--- src/rtl/adma_pkg.sv ---
package adma_pkg;
  typedef enum logic [2:0] {
    IDX_CTRL   = 3'd0,
    IDX_IRQ    = 3'd1,
    IDX_BASE_A = 3'd2,
    IDX_BASE_B = 3'd3,
    IDX_LENS   = 3'd4,
    IDX_FMT    = 3'd5,
    IDX_CADDR  = 3'd6,
    IDX_COFS   = 3'd7
  } reg_idx_e;

  localparam int FMT_WIDE_BIT   = 4;
  localparam int FMT_STEREO_BIT = 5;
  localparam int IRQ_A_BIT      = 1;
  localparam int IRQ_B_BIT      = 2;

  // bytes consumed per sample
  function automatic logic [2:0] step_bytes(input logic wide, input logic stereo);
    case ({wide, stereo})
      2'b00:   return 3'd1;
      2'b11:   return 3'd4;
      default: return 3'd2;
    endcase
  endfunction
endpackage

--- src/rtl/adma_regs.sv ---
module adma_regs
  import adma_pkg::*;
#(
  parameter int ADDR_W = 32,
  parameter int LEN_W  = 16,
  parameter int DATA_W = 32
) (
  input  logic              clk,
  input  logic              rst,
  input  logic              wr,
  input  logic [2:0]        idx,
  input  logic [DATA_W-1:0] wdata,
  output logic              run,
  output logic [ADDR_W-1:0] base_a,
  output logic [ADDR_W-1:0] base_b,
  output logic [LEN_W-1:0]  len_a,
  output logic [LEN_W-1:0]  len_b,
  output logic              wide,
  output logic              stereo
);
  always_ff @(posedge clk) begin
    if (rst) begin
      run    <= 1'b0;
      base_a <= '0;
      base_b <= '0;
      len_a  <= '0;
      len_b  <= '0;
      wide   <= 1'b0;
      stereo <= 1'b0;
    end else if (wr) begin
      case (idx)
        IDX_CTRL:   run    <= wdata[0];
        IDX_BASE_A: base_a <= wdata[ADDR_W-1:0];
        IDX_BASE_B: base_b <= wdata[ADDR_W-1:0];
        IDX_LENS: begin
          len_a <= wdata[LEN_W-1:0];
          len_b <= wdata[2*LEN_W-1:LEN_W];
        end
        IDX_FMT: begin
          wide   <= wdata[FMT_WIDE_BIT];
          stereo <= wdata[FMT_STEREO_BIT];
        end
        default: ;
      endcase
    end
  end
endmodule

--- src/rtl/adma_walker.sv ---
module adma_walker #(
  parameter int ADDR_W = 32,
  parameter int LEN_W  = 16
) (
  input  logic              clk,
  input  logic              rst,
  input  logic              run,
  input  logic              gnt,
  input  logic [2:0]        step,
  input  logic [ADDR_W-1:0] base_a,
  input  logic [ADDR_W-1:0] base_b,
  input  logic [LEN_W-1:0]  len_a,
  input  logic [LEN_W-1:0]  len_b,
  output logic [LEN_W-1:0]  ofs,
  output logic              area,
  output logic              done,
  output logic [ADDR_W-1:0] cur_addr
);
  logic [LEN_W:0]  ofs_sum;
  logic [LEN_W-1:0] len_act;
  logic            wrap;
  logic            adv;

  assign ofs_sum  = {1'b0, ofs} + (LEN_W+1)'(step);
  assign len_act  = area ? len_b : len_a;
  assign wrap     = ofs_sum >= {1'b0, len_act};
  assign adv      = run & gnt;
  assign done     = adv & wrap;
  assign cur_addr = (area ? base_b : base_a) + ADDR_W'(ofs);

  always_ff @(posedge clk) begin
    if (rst) begin
      ofs  <= '0;
      area <= 1'b0;
    end else if (adv) begin
      if (wrap) begin
        ofs  <= '0;
        area <= ~area;
      end else begin
        ofs <= ofs_sum[LEN_W-1:0];
      end
    end
  end
endmodule

--- src/rtl/adma_irq.sv ---
module adma_irq #(
  parameter int NSRC = 2
) (
  input  logic            clk,
  input  logic            rst,
  input  logic [NSRC-1:0] set,
  input  logic [NSRC-1:0] clr,
  output logic [NSRC-1:0] pend,
  output logic            irq
);
  for (genvar i = 0; i < NSRC; i++) begin : g_flag
    always_ff @(posedge clk) begin
      if (rst) pend[i] <= 1'b0;
      else     pend[i] <= set[i] | (pend[i] & ~clr[i]);
    end
  end

  always_ff @(posedge clk) begin
    if (rst) irq <= 1'b0;
    else     irq <= |(set | (pend & ~clr));
  end
endmodule

--- src/rtl/adma_seq.sv ---
module adma_seq
  import adma_pkg::*;
#(
  parameter int ADDR_W = 32,
  parameter int LEN_W  = 16,
  parameter int DATA_W = 32
) (
  input  logic              clk,
  input  logic              rst,
  input  logic              reg_wr,
  input  logic [2:0]        reg_idx,
  input  logic [DATA_W-1:0] reg_wdata,
  output logic [DATA_W-1:0] reg_rdata,
  output logic              fetch_req,
  input  logic              fetch_gnt,
  output logic [ADDR_W-1:0] fetch_addr,
  output logic              irq
);
  localparam int NSRC = 2;

  logic              run_q;
  logic [ADDR_W-1:0] base_a, base_b;
  logic [LEN_W-1:0]  len_a, len_b;
  logic              wide, stereo;
  logic [2:0]        step;
  logic [LEN_W-1:0]  ofs;
  logic              area;
  logic              done;
  logic [ADDR_W-1:0] cur_addr;
  logic [NSRC-1:0]   pend;
  logic [NSRC-1:0]   set_v;
  logic [NSRC-1:0]   clr_v;

  adma_regs #(.ADDR_W(ADDR_W), .LEN_W(LEN_W), .DATA_W(DATA_W)) u_regs (
    .clk(clk), .rst(rst), .wr(reg_wr), .idx(reg_idx), .wdata(reg_wdata),
    .run(run_q), .base_a(base_a), .base_b(base_b), .len_a(len_a), .len_b(len_b),
    .wide(wide), .stereo(stereo)
  );

  assign step = step_bytes(wide, stereo);

  adma_walker #(.ADDR_W(ADDR_W), .LEN_W(LEN_W)) u_walk (
    .clk(clk), .rst(rst), .run(run_q), .gnt(fetch_gnt), .step(step),
    .base_a(base_a), .base_b(base_b), .len_a(len_a), .len_b(len_b),
    .ofs(ofs), .area(area), .done(done), .cur_addr(cur_addr)
  );

  assign set_v = {done & area, done & ~area};
  assign clr_v = (reg_wr && reg_idx == IDX_IRQ) ?
                 {reg_wdata[IRQ_B_BIT], reg_wdata[IRQ_A_BIT]} : '0;

  adma_irq #(.NSRC(NSRC)) u_irq (
    .clk(clk), .rst(rst), .set(set_v), .clr(clr_v), .pend(pend), .irq(irq)
  );

  assign fetch_req  = run_q;
  assign fetch_addr = cur_addr;

  always_ff @(posedge clk) begin
    if (rst) begin
      reg_rdata <= '0;
    end else begin
      case (reg_idx)
        IDX_CTRL:   reg_rdata <= DATA_W'(run_q);
        IDX_IRQ:    reg_rdata <= DATA_W'({pend, 1'b0});
        IDX_BASE_A: reg_rdata <= DATA_W'(base_a);
        IDX_BASE_B: reg_rdata <= DATA_W'(base_b);
        IDX_LENS:   reg_rdata <= DATA_W'({len_b, len_a});
        IDX_FMT:    reg_rdata <= DATA_W'({stereo, wide, 4'b0000});
        IDX_CADDR:  reg_rdata <= DATA_W'(cur_addr);
        default:    reg_rdata <= DATA_W'(ofs);
      endcase
    end
  end
endmodule

--- config.mk ---
export PLATFORM = sky130hd
export DESIGN_NAME = adma_seq
export DESIGN_NICKNAME = d
export VERILOG_FILES = /design/src/rtl/adma_pkg.sv /design/src/rtl/adma_regs.sv /design/src/rtl/adma_walker.sv /design/src/rtl/adma_irq.sv /design/src/rtl/adma_seq.sv
export SDC_FILE = /design/constraint.sdc
export NUM_CORES = 1
export LEC_CHECK = 0
export BUFFER_PORTS_ARGS = -buffer_cell sky130_fd_sc_hd__buf_2
export CORE_ASPECT_RATIO = 0.75
export CORE_MARGIN = 2
export CORE_UTILIZATION = 45
export DETAILED_ROUTE_END_ITERATION = 7
export GPL_TIMING_DRIVEN = 0
export PLACE_DENSITY = 0.69
export SYNTH_ARGS = -nofsm -noshare
export SYNTH_HDL_FRONTEND = slang
export SYNTH_SLANG_ARGS = --single-unit
--- constraint.sdc ---
create_clock -name clk -period 5.8 [get_ports clk]
set_input_delay 0.58 -clock clk [delete_from_list [all_inputs] [get_ports clk]]
set_output_delay 0.58 -clock clk [all_outputs]
set_load 0.01 [all_outputs]
==> impl_metrics.csv, run 1 <==
group,metric,value,unit
clock_network,cts.sinks,151,
route,first_iter_violations,1277,
synthesis,async_reset_ff_share,0,%
clock_network,cts_buffer_depth,2,
synthesis,synth_enable_flop_cells,0,
setup_path,criticalPathCategory,"flip-flop to output pin",
pwr,pwr_density_cell,237,nW/um^2
floorplanning,num_io_pins,105,
final_layout,final_cell_area,10200,um^2
route,vias_per_cell,5.84,
outcome,status,"finished, final reports clean",
route,first_pass_iters,6,
global_route,antenna_found_initial,0,
synthesis,synth_seq_cells,151,
global_route,gr-usage-all-layers,30.3,%
setup_path,slowest_stage,"fa_1",
synthesis,synthesis.area,8750,um^2
clock_network,clk_latency,0.44,ns
floorplanning,core,19200,um^2
placement,place.gp.congestion,1.03,
clock_network,cts_buffers,17,
clock_network,clk_pin_slew_worst_paths,0.07,ns
floorplanning,initial_core_util,45.5,%
timing,setup_viol_count_final,0,
route,wl_per_cell,20.9,um
placement,placed_area,9580,um^2
run,max_cap_viol_count,0,
synthesis,yosysSeqAreaShare,34.6,%
synthesis,synth_flop_cell,"dfxtp_1",
setup_path,critPathRequiredTime,5.22,ns
setup_path,cpMostUsedCell,"buf_2",
timing,clock-skew-final,0.0110,ns
timing,drv_slew,0,
placement,port-buffer-count,103,
global_route,grt_pass1_wl,46500,um
floorplanning,num_rows,44,
pwr,ir_worst_vdd,0.000158,V
clock_network,cts_setup_buffers,0,
setup_path,cp.arrival,4.99,ns
synthesis,synth.top_cell.area_share,34.6,%
synthesis,yosys.cell_types.count,77,
floorplanning,die_y,125,um
clock_network,cts.htree.levels,4,
synthesis,netlist_instances,1103,
timing,tightest_slew,1.36,ns
final_layout,n_antenna_cell,0,
route,num_vias,8713,
synthesis,synthTopCellsByArea,"dfxtp_1, nand2_1, a21oi_1",
route,drc,0,
timing,fin_tns_setup,0,ns
setup_path,setup.worst_path.end_class,"output pin",
timing,rsz0062_at_grt,"no",
min_path,hp-class,"input pin to flip-flop",
clock_network,hold_buffers,0,
timing,hold_violations,0,
pwr,leakage,3.99,nW
timing,period_share,96.0,%
timing,max_freq,180,MHz
route,wirelength,31200,um
setup_path,worstPathMaxFanout,10,
timing,fin_crit,5.57,ns
synthesis,avgSynthCellArea,7.93,um^2
setup_path,reg2reg_slack,1.15,ns
final_layout,layout-drive-gt1-share,16.9,%
setup_path,cp-start-kind,"flip-flop",
synthesis,synth_nets,1181,
final_layout,area_growth,16.1,%
placement,dp_hpwl,24000,um
clock_network,cts_tree,"done",
final_layout,finish.net_count,1303,
synthesis,synth_area_leader_cell,"dfxtp_1",
clock_network,cts_root_buffer,"clkbuf_16",
setup_path,path_cells,"buf_4 > buf_8 > buf_2 > buf_2 > buf_2 > mux2_2 > ha_1 > fa_1 > a21oi_1 > o211ai_2 > a22o_4 > a211oi_4 > buf_6 > o21ai_0 > and2_1 > buf_2",
global_route,grt_pass1_vias,7909,
setup_path,critPathMaxStageDelay,0.43,ns
timing,relSlewSlack,8.83,%
global_route,grt-ovfl-total,0,
synthesis,ys.warnings.count,0,
floorplanning,die_w,165,um
floorplanning,die_area,20600,um^2
route,ant_nets,0,
global_route,grt_max_degree,17,
clock_network,post_cts_resized,0,
[routing by layer]
metal  vias to the layer above  routed length, um  global-route usage, %
met2                       476              12400                   40.7
met3                        53               3910                   9.16
met4                         2                633                   7.52
met5                         -                 41                   1.77
met1                      4061              14300                   46.1
li1                       4121                  -                      -
[synthesized netlist by cell type (4+ instances only)]
library cell / number
o21ai_0: 20
nor3_1: 18
a221oi_1: 11
a31o_1: 4
o21ai_1: 7
nor2b_1: 8
and3_1: 7
a21o_1: 6
nand3_1: 27
or3_1: 5
dfxtp_1: 151
nand4_1: 15
a22oi_1: 4
xnor2_1: 28
buf_2: 14
a211oi_1: 6
a21oi_1: 164
nand2b_1: 7
a22o_1: 11
xor2_1: 11
o21a_1: 4
buf_1: 5
nor3b_1: 4
a222oi_1: 5
ha_1: 37
inv_1: 13
nor2_1: 85
mux2_2: 25
clkbuf_1: 53
nand2_1: 232
mux2i_1: 43
and2_1: 7
[kinds of logic after synthesis]
group | after synthesis | synth area share (%)
AND/OR/NAND/NOR | 439 | 22.8
AO/OA/AOI/OAI | 275 | 20.0
flip-flops | 151 | 34.6
buffers and inverters | 89 | 4.32
multiplexers | 69 | 8.30
XOR/XNOR | 41 | 4.28
adder cells (fa/ha/maj) | 39 | 5.75
[flip-flops by register name (all words and copies together) (netlist names), 2 cells and up]
signal and flops:
u_irq.pend 2, u_regs.base_a 32, u_regs.len_b 16, u_regs.len_a 16
u_regs.base_b 32, u_walk.ofs 16, reg_rdata 32
[layout make-up]
class                           instances  area [um^2]
Clock buffer                           18          439
Inverter                               13         48.8
Tap cell                              253          317
Multi-Input combinational cell        863         5350
Timing Repair Buffer                  103          515
Fill cell                            1897         9060
Buffer                                 76          329
Clock inverter                         14          138
Sequential cell                       151         3020
[where the power goes]
part | leakage (nW) | switching, mW | internal [mW] | total, mW
Clock | 0.283 | 0.496 | 0.614 | 1.11
Sequential | 1.22 | 0.0194 | 1.06 | 1.07
Combinational | 2.48 | 0.152 | 0.0678 | 0.219
Total | 3.99 | 0.666 | 1.74 | 2.40
[placed cells by master, fill, tap and decap left out, drive strengths merged, types with 20 or more instances in the layout]
| master | instances |
|---|---|
| xnor2 | 30 |
| a21oi | 164 |
| mux2i | 44 |
| clkbuf | 71 |
| mux2 | 25 |
| nor3 | 21 |
| o21ai | 29 |
| ha | 37 |
| buf | 126 |
| inv | 20 |
| nand3 | 29 |
| nand2 | 233 |
| nor2 | 85 |
| dfxtp | 151 |
[final timing paths]
path              cells past startpoint                             end                           start
hold reg to reg                       2  u_regs.base_a[26]$_SDFFE_PP0P_  u_regs.base_a[26]$_SDFFE_PP0P_
setup reg to reg                     15        reg_rdata[14]$_SDFF_PP0_        u_walk.area$_SDFFE_PP0N_
setup / recovery                     16                  fetch_addr[18]        u_walk.area$_SDFFE_PP0N_
hold / removal                        3  u_regs.base_b[16]$_SDFFE_PP0P_                   reg_wdata[16]
[through the flow]
step | std cells | power, mW | utilization [%] | setup WS [ns] | hold WS [ns]
final | 1491 | 2.40 | 52.9 | 0.235 | 0.403
after floorplan | 1103 | 1.22 | - | 1.61 | 0.442
after global placement | 1459 | 1.31 | 49.9 | 0.827 | 0.455
after global routing | 1491 | 2.49 | 52.9 | 0.127 | 0.397
after detailed placement | 1459 | 1.31 | 49.9 | 0.791 | 0.458
after CTS | 1491 | 2.40 | 52.9 | 0.324 | 0.401
[worst max-delay path: cells and delay by family, from the launching register on]
family          cells  cell delay (ns)
simple gates        1             0.19
mux                 1             0.37
fa+ha+maj           2             0.66
flops               1             0.34
compound gates      5             1.35
buf+inv             7             1.64
Power figures use the tool's default switching activity.
==> run 2: changes to the inputs <==
- PLACE_DENSITY: 0.69 -> 0.7
==> impl_metrics.csv, run 2 (synthesis results as in run 1) <==
group,metric,value,unit
placement,dp_cells,1459,
global_route,grt_pass1_vias,8074,
run,max_cap_viol_count,0,
global_route,grt_busiest_layer,"met1",
setup_path,setup.worst_path.end_class,"output pin",
clock_network,clk_latency,0.43,ns
global_route,grt_max_degree,17,
final_layout,final_cell_area,10200,um^2
route,drc,0,
placement,dp_hpwl,24000,um
floorplanning,die_area,20600,um^2
timing,clock-skew-final,0.00640,ns
timing,tightest_slew,1.43,ns
setup_path,cp-start-kind,"flip-flop",
clock_network,cts_buffers,17,
clock_network,cts_root_buffer,"clkbuf_16",
global_route,grt_pass1_wl,47000,um
clock_network,cts_tree,"done",
final_layout,layout-drive-gt1-share,16.8,%
floorplanning,die_w,165,um
min_path,hp-class,"input pin to flip-flop",
route,vias_per_cell,5.91,
clock_network,clk_pin_slew_worst_paths,0.07,ns
route,wl_per_cell,20.8,um
pwr,finalPower,2.48,mW
timing,setup_viol_count_final,0,
placement,place.gp.congestion,1.02,
global_route,gr-usage-all-layers,30.4,%
route,num_vias,8804,
setup_path,cp.arrival,4.98,ns
clock_network,hold_buffers,0,
final_layout,layout_commonest_cell,"nand2_1",
clock_network,cts.sinks,151,
timing,rsz0062_at_grt,"no",
floorplanning,num_rows,44,
placement,port-buffer-count,103,
clock_network,cts_setup_buffers,0,
floorplanning,core,19200,um^2
timing,fin_tns_setup,0,ns
final_layout,finish.net_count,1303,
route,ant_nets,0,
clock_network,cts_buffer_depth,2,
pwr,leakage,4.01,nW
global_route,grt-ovfl-total,0,
timing,relSlewSlack,4.19,%
timing,max_freq,180,MHz
final_layout,top_regs,"reg_rdata: 32 flops, u_regs.base_a: 32 flops, u_regs.base_b: 32 flops",
setup_path,worstPathMaxFanout,10,
route,first_pass_iters,6,
clock_network,cts.htree.levels,4,
final_layout,fillerInstances,1868,
floorplanning,die_y,125,um
setup_path,criticalPathCategory,"flip-flop to output pin",
setup_path,critPathRequiredTime,5.22,ns
global_route,use_met1,46.5,%
timing,drv_slew,0,
floorplanning,initial_core_util,45.5,%
final_layout,n_antenna_cell,0,
outcome,status,"finished, final reports clean",
global_route,grt_use_met3,8.72,%
route,wirelength,31100,um
final_layout,final_cell_mix,"nand2_1, a21oi_1, dfxtp_1",
pwr,ir_worst_vdd,0.000142,V
timing,period_share,95.8,%
final_layout,area_growth,16.6,%
final_layout,layoutNonFillerInstCount,1490,
final_layout,final_util,53.1,%
clock_network,post_cts_resized,0,
placement,placed_area,9580,um^2
pwr,pwr_density_cell,244,nW/um^2
global_route,antenna_found_initial,0,
timing,hold_violations,0,
floorplanning,num_io_pins,105,
route,first_iter_violations,1297,
global_route,met2_usage,41.5,%
timing,fin_crit,5.56,ns
-- run 2: worst max-delay path, stage by stage (launching register included) --
cell	delay [ns]
dfxtp_1	0.33
buf_4	0.20
buf_8	0.18
buf_2	0.29
buf_2	0.30
buf_2	0.31
mux2_2	0.38
ha_1	0.24
fa_1	0.42
a21oi_1	0.31
o211ai_2	0.21
a22o_4	0.32
a211oi_4	0.38
buf_6	0.21
o21ai_0	0.12
and2_1	0.18
buf_2	0.14
-- run 2: power breakdown --
| part | switching, mW | total [mW] | internal [mW] |
|---|---|---|---|
| Sequential | 0.0193 | 1.07 | 1.06 |
| Clock | 0.484 | 1.19 | 0.706 |
| Combinational | 0.151 | 0.219 | 0.0678 |
-- run 2: metrics by stage --
step / hold WS (ns) / setup WS [ns]
6_report: 0.400 / 0.245
5_1_grt: 0.402 / 0.138
4_1_cts: 0.401 / 0.321
3_5_place_dp: 0.462 / 0.815
3_3_place_gp: 0.456 / 0.814
2_1_floorplan: 0.442 / 1.61
-- run 2: final cells by class --
cell class	count	area [um^2]	share of cell area, %
Multi-Input combinational cell	863	5350	52.4
Sequential cell	151	3020	29.6
Timing Repair Buffer	103	515	5.05
Clock buffer	19	453	4.44
Buffer	76	329	3.23
Tap cell	253	317	3.10
Clock inverter	12	166	1.63
Inverter	13	48.8	0.478
-- run 2: worst paths after layout --
kind / start / endpoint / slack [ns] / cells past startpoint
hold / removal: reg_wdata[28] / u_regs.base_b[28]$_SDFFE_PP0P_ / 0.40 / 3
setup reg to reg: u_walk.area$_SDFFE_PP0N_ / reg_rdata[14]$_SDFF_PP0_ / 1.14 / 15
hold reg to reg: u_regs.base_b[3]$_SDFFE_PP0P_ / u_regs.base_b[3]$_SDFFE_PP0P_ / 0.47 / 2
setup / recovery: u_walk.area$_SDFFE_PP0N_ / fetch_addr[18] / 0.24 / 16
-- run 2: layer usage --
metal | part of all wire, % | wire length, um
met2 | 40 | 12400
met4 | 1.8 | 564
met1 | 45 | 14100
met5 | 0 | 0
met3 | 13 | 3990
==> run 3: changes to the inputs <==
- RECOVER_POWER: not set -> 50
- clock period: 5.8 -> 5.6 ns (I/O delays scaled with it)
==> impl_metrics.csv, run 3 (synthesis results as in run 1) <==
group,metric,value,unit
outcome,status,"finished, final reports clean",
clock_network,cts_setup_buffers,0,
timing,max_freq,182,MHz
clock_network,clk_latency,0.43,ns
setup_path,critPathRequiredTime,5.04,ns
timing,period_share,98.1,%
route,wirelength,31100,um
route,top_layer,"met4",
route,met3_length,3650,um
setup_path,r2r_end,"reg_rdata[14]$_SDFF_PP0_",
route,wl_per_cell,20.9,um
min_path,hp-class,"input pin to flip-flop",
floorplanning,core,19200,um^2
final_layout,area_growth,16.1,%
global_route,grt_max_degree,17,
route,vias_per_cell,5.89,
setup_path,reg2reg_slack,0.98,ns
placement,placed_area,9580,um^2
clock_network,cts_root_buffer,"clkbuf_16",
timing,clock-skew-final,0.00778,ns
min_path,min_from,"reg_wdata[28]",
global_route,antenna_found_initial,0,
run,max_cap_viol_count,0,
floorplanning,initial_core_util,45.5,%
setup_path,setup.worst_path.end_class,"output pin",
route,num_vias,8777,
final_layout,top_regs,"reg_rdata: 32 flops, u_regs.base_a: 32 flops, u_regs.base_b: 32 flops",
timing,fin_crit,5.49,ns
clock_network,hold_buffers,0,
timing,hold_violations,0,
timing,drv_slew,0,
route,first_pass_iters,7,
clock_network,cts.sinks,151,
pwr,ir_worst_vdd,0.000148,V
global_route,grt_pass1_wl,47000,um
placement,dp_hpwl,24000,um
floorplanning,die_y,125,um
placement,port-buffer-count,103,
global_route,grt-ovfl-total,0,
final_layout,layout-drive-gt1-share,13.7,%
clock_network,cts_buffers,17,
setup_path,criticalPathCategory,"flip-flop to output pin",
route,wl_met2,12400,um
min_path,hold_end,"u_regs.base_b[28]$_SDFFE_PP0P_",
min_path,hold_path_depth,3,
final_layout,final_cell_area,10200,um^2
route,ant_nets,0,
floorplanning,num_rows,44,
setup_path,cp-start-kind,"flip-flop",
global_route,gr-usage-all-layers,30.4,%
clock_network,cts_buffer_depth,2,
timing,rsz0062_at_grt,"no",
setup_path,r2r-start,"u_walk.area$_SDFFE_PP0N_",
placement,pre_cts_ws,0.635,ns
timing,fin_tns_setup,0,ns
setup_path,cp.arrival,4.93,ns
timing,setup_viol_count_final,0,
floorplanning,num_io_pins,105,
pwr,pwr_density_cell,253,nW/um^2
global_route,grt_pass1_vias,8074,
final_layout,finish.net_count,1303,
clock_network,clk_pin_slew_worst_paths,0.07,ns
setup_path,reg2reg_depth,15,
route,drc,0,
floorplanning,die_w,165,um
pwr,leakage,3.85,nW
final_layout,layout_commonest_cell,"nand2_1",
clock_network,cts.htree.levels,4,
clock_network,cts_tree,"done",
floorplanning,die_area,20600,um^2
timing,tightest_slew,1.41,ns
setup_path,worstPathMaxFanout,10,
timing,fin_ws,0.106,ns
timing,relSlewSlack,5.29,%
route,met1_length,14400,um
final_layout,n_antenna_cell,0,
route,first_iter_violations,1267,
final_layout,final_cell_mix,"nand2_1, a21oi_1, dfxtp_1",
placement,place.gp.congestion,1.02,
run 3: changes by cell type in the layout (fill, tap and decap cells not counted):
| cell | delta |
|---|---|
| buf_2 | -39 |
| buf_1 | -3 |
| clkbuf_1 | +41 |
| clkbuf_4 | +1 |
run 3: where the power goes:
| group | leakage, nW | internal, mW | switching, mW |
|---|---|---|---|
| Sequential | 1.22 | 1.09 | 0.0202 |
| Combinational | 2.33 | 0.0688 | 0.157 |
| Clock | 0.302 | 0.731 | 0.501 |
run 3: area by class of cell:
| class | count | area (um^2) |
|---|---|---|
| clock buffers | 19 | 453 |
| fillers | 1864 | 9060 |
| well taps | 253 | 317 |
| flip-flops and latches | 151 | 3020 |
| inverters | 13 | 48.8 |
| repair buffers | 103 | 469 |
| multi-input cells | 863 | 5350 |
| clock inverters | 12 | 166 |
| plain buffers | 76 | 330 |
run 3: routing by layer:
metal | vias up | track usage, %
met5 | - | 0
met4 | 0 | 7.01
met3 | 52 | 8.72
met2 | 467 | 41.5
met1 | 4124 | 46.5
li1 | 4134 | -
run 3: repair_timing:
action,CTS,global route
endpoints found under the hold margin,0,0
gates resized for setup,0,1
setup endpoints to repair,0,3
run 3: through the flow:
| stage | power (mW) | std cells | hold WS [ns] | utilization, % |
|---|---|---|---|---|
| 5_1_grt | 2.64 | 1490 | 0.382 | 52.8 |
| 3_3_place_gp | 1.35 | 1459 | 0.456 | 49.9 |
| 6_report | 2.57 | 1490 | 0.379 | 52.8 |
| 4_1_cts | 2.57 | 1490 | 0.381 | 53.1 |
| 3_5_place_dp | 1.35 | 1459 | 0.462 | 49.9 |
| 2_1_floorplan | 1.26 | 1103 | 0.442 | - |
run 3: worst max path at each step:
stage	to	slack, ns	from
global route	fetch_addr[18]	0.01	u_walk.area$_SDFFE_PP0N_
detailed placement	fetch_addr[18]	0.63	u_walk.area$_SDFFE_PP0N_
global placement	fetch_addr[18]	0.63	u_walk.area$_SDFFE_PP0N_
finish	fetch_addr[18]	0.11	u_walk.area$_SDFFE_PP0N_
floorplan	fetch_addr[18]	1.43	u_walk.area$_SDFFE_PP0N_
CTS	fetch_addr[18]	0.14	u_walk.area$_SDFFE_PP0N_
run 3: worst max-delay path, cell delays in order (launching register included):
cell and delay (ns):
dfxtp_1 0.34, buf_4 0.20, buf_8 0.18, buf_2 0.29
buf_2 0.30, clkbuf_4 0.28, mux2_2 0.36, ha_1 0.24
fa_1 0.42, a21oi_1 0.30, o211ai_2 0.21, a22o_4 0.32
a211oi_4 0.39, buf_6 0.21, o21ai_0 0.12, and2_1 0.18
buf_2 0.14
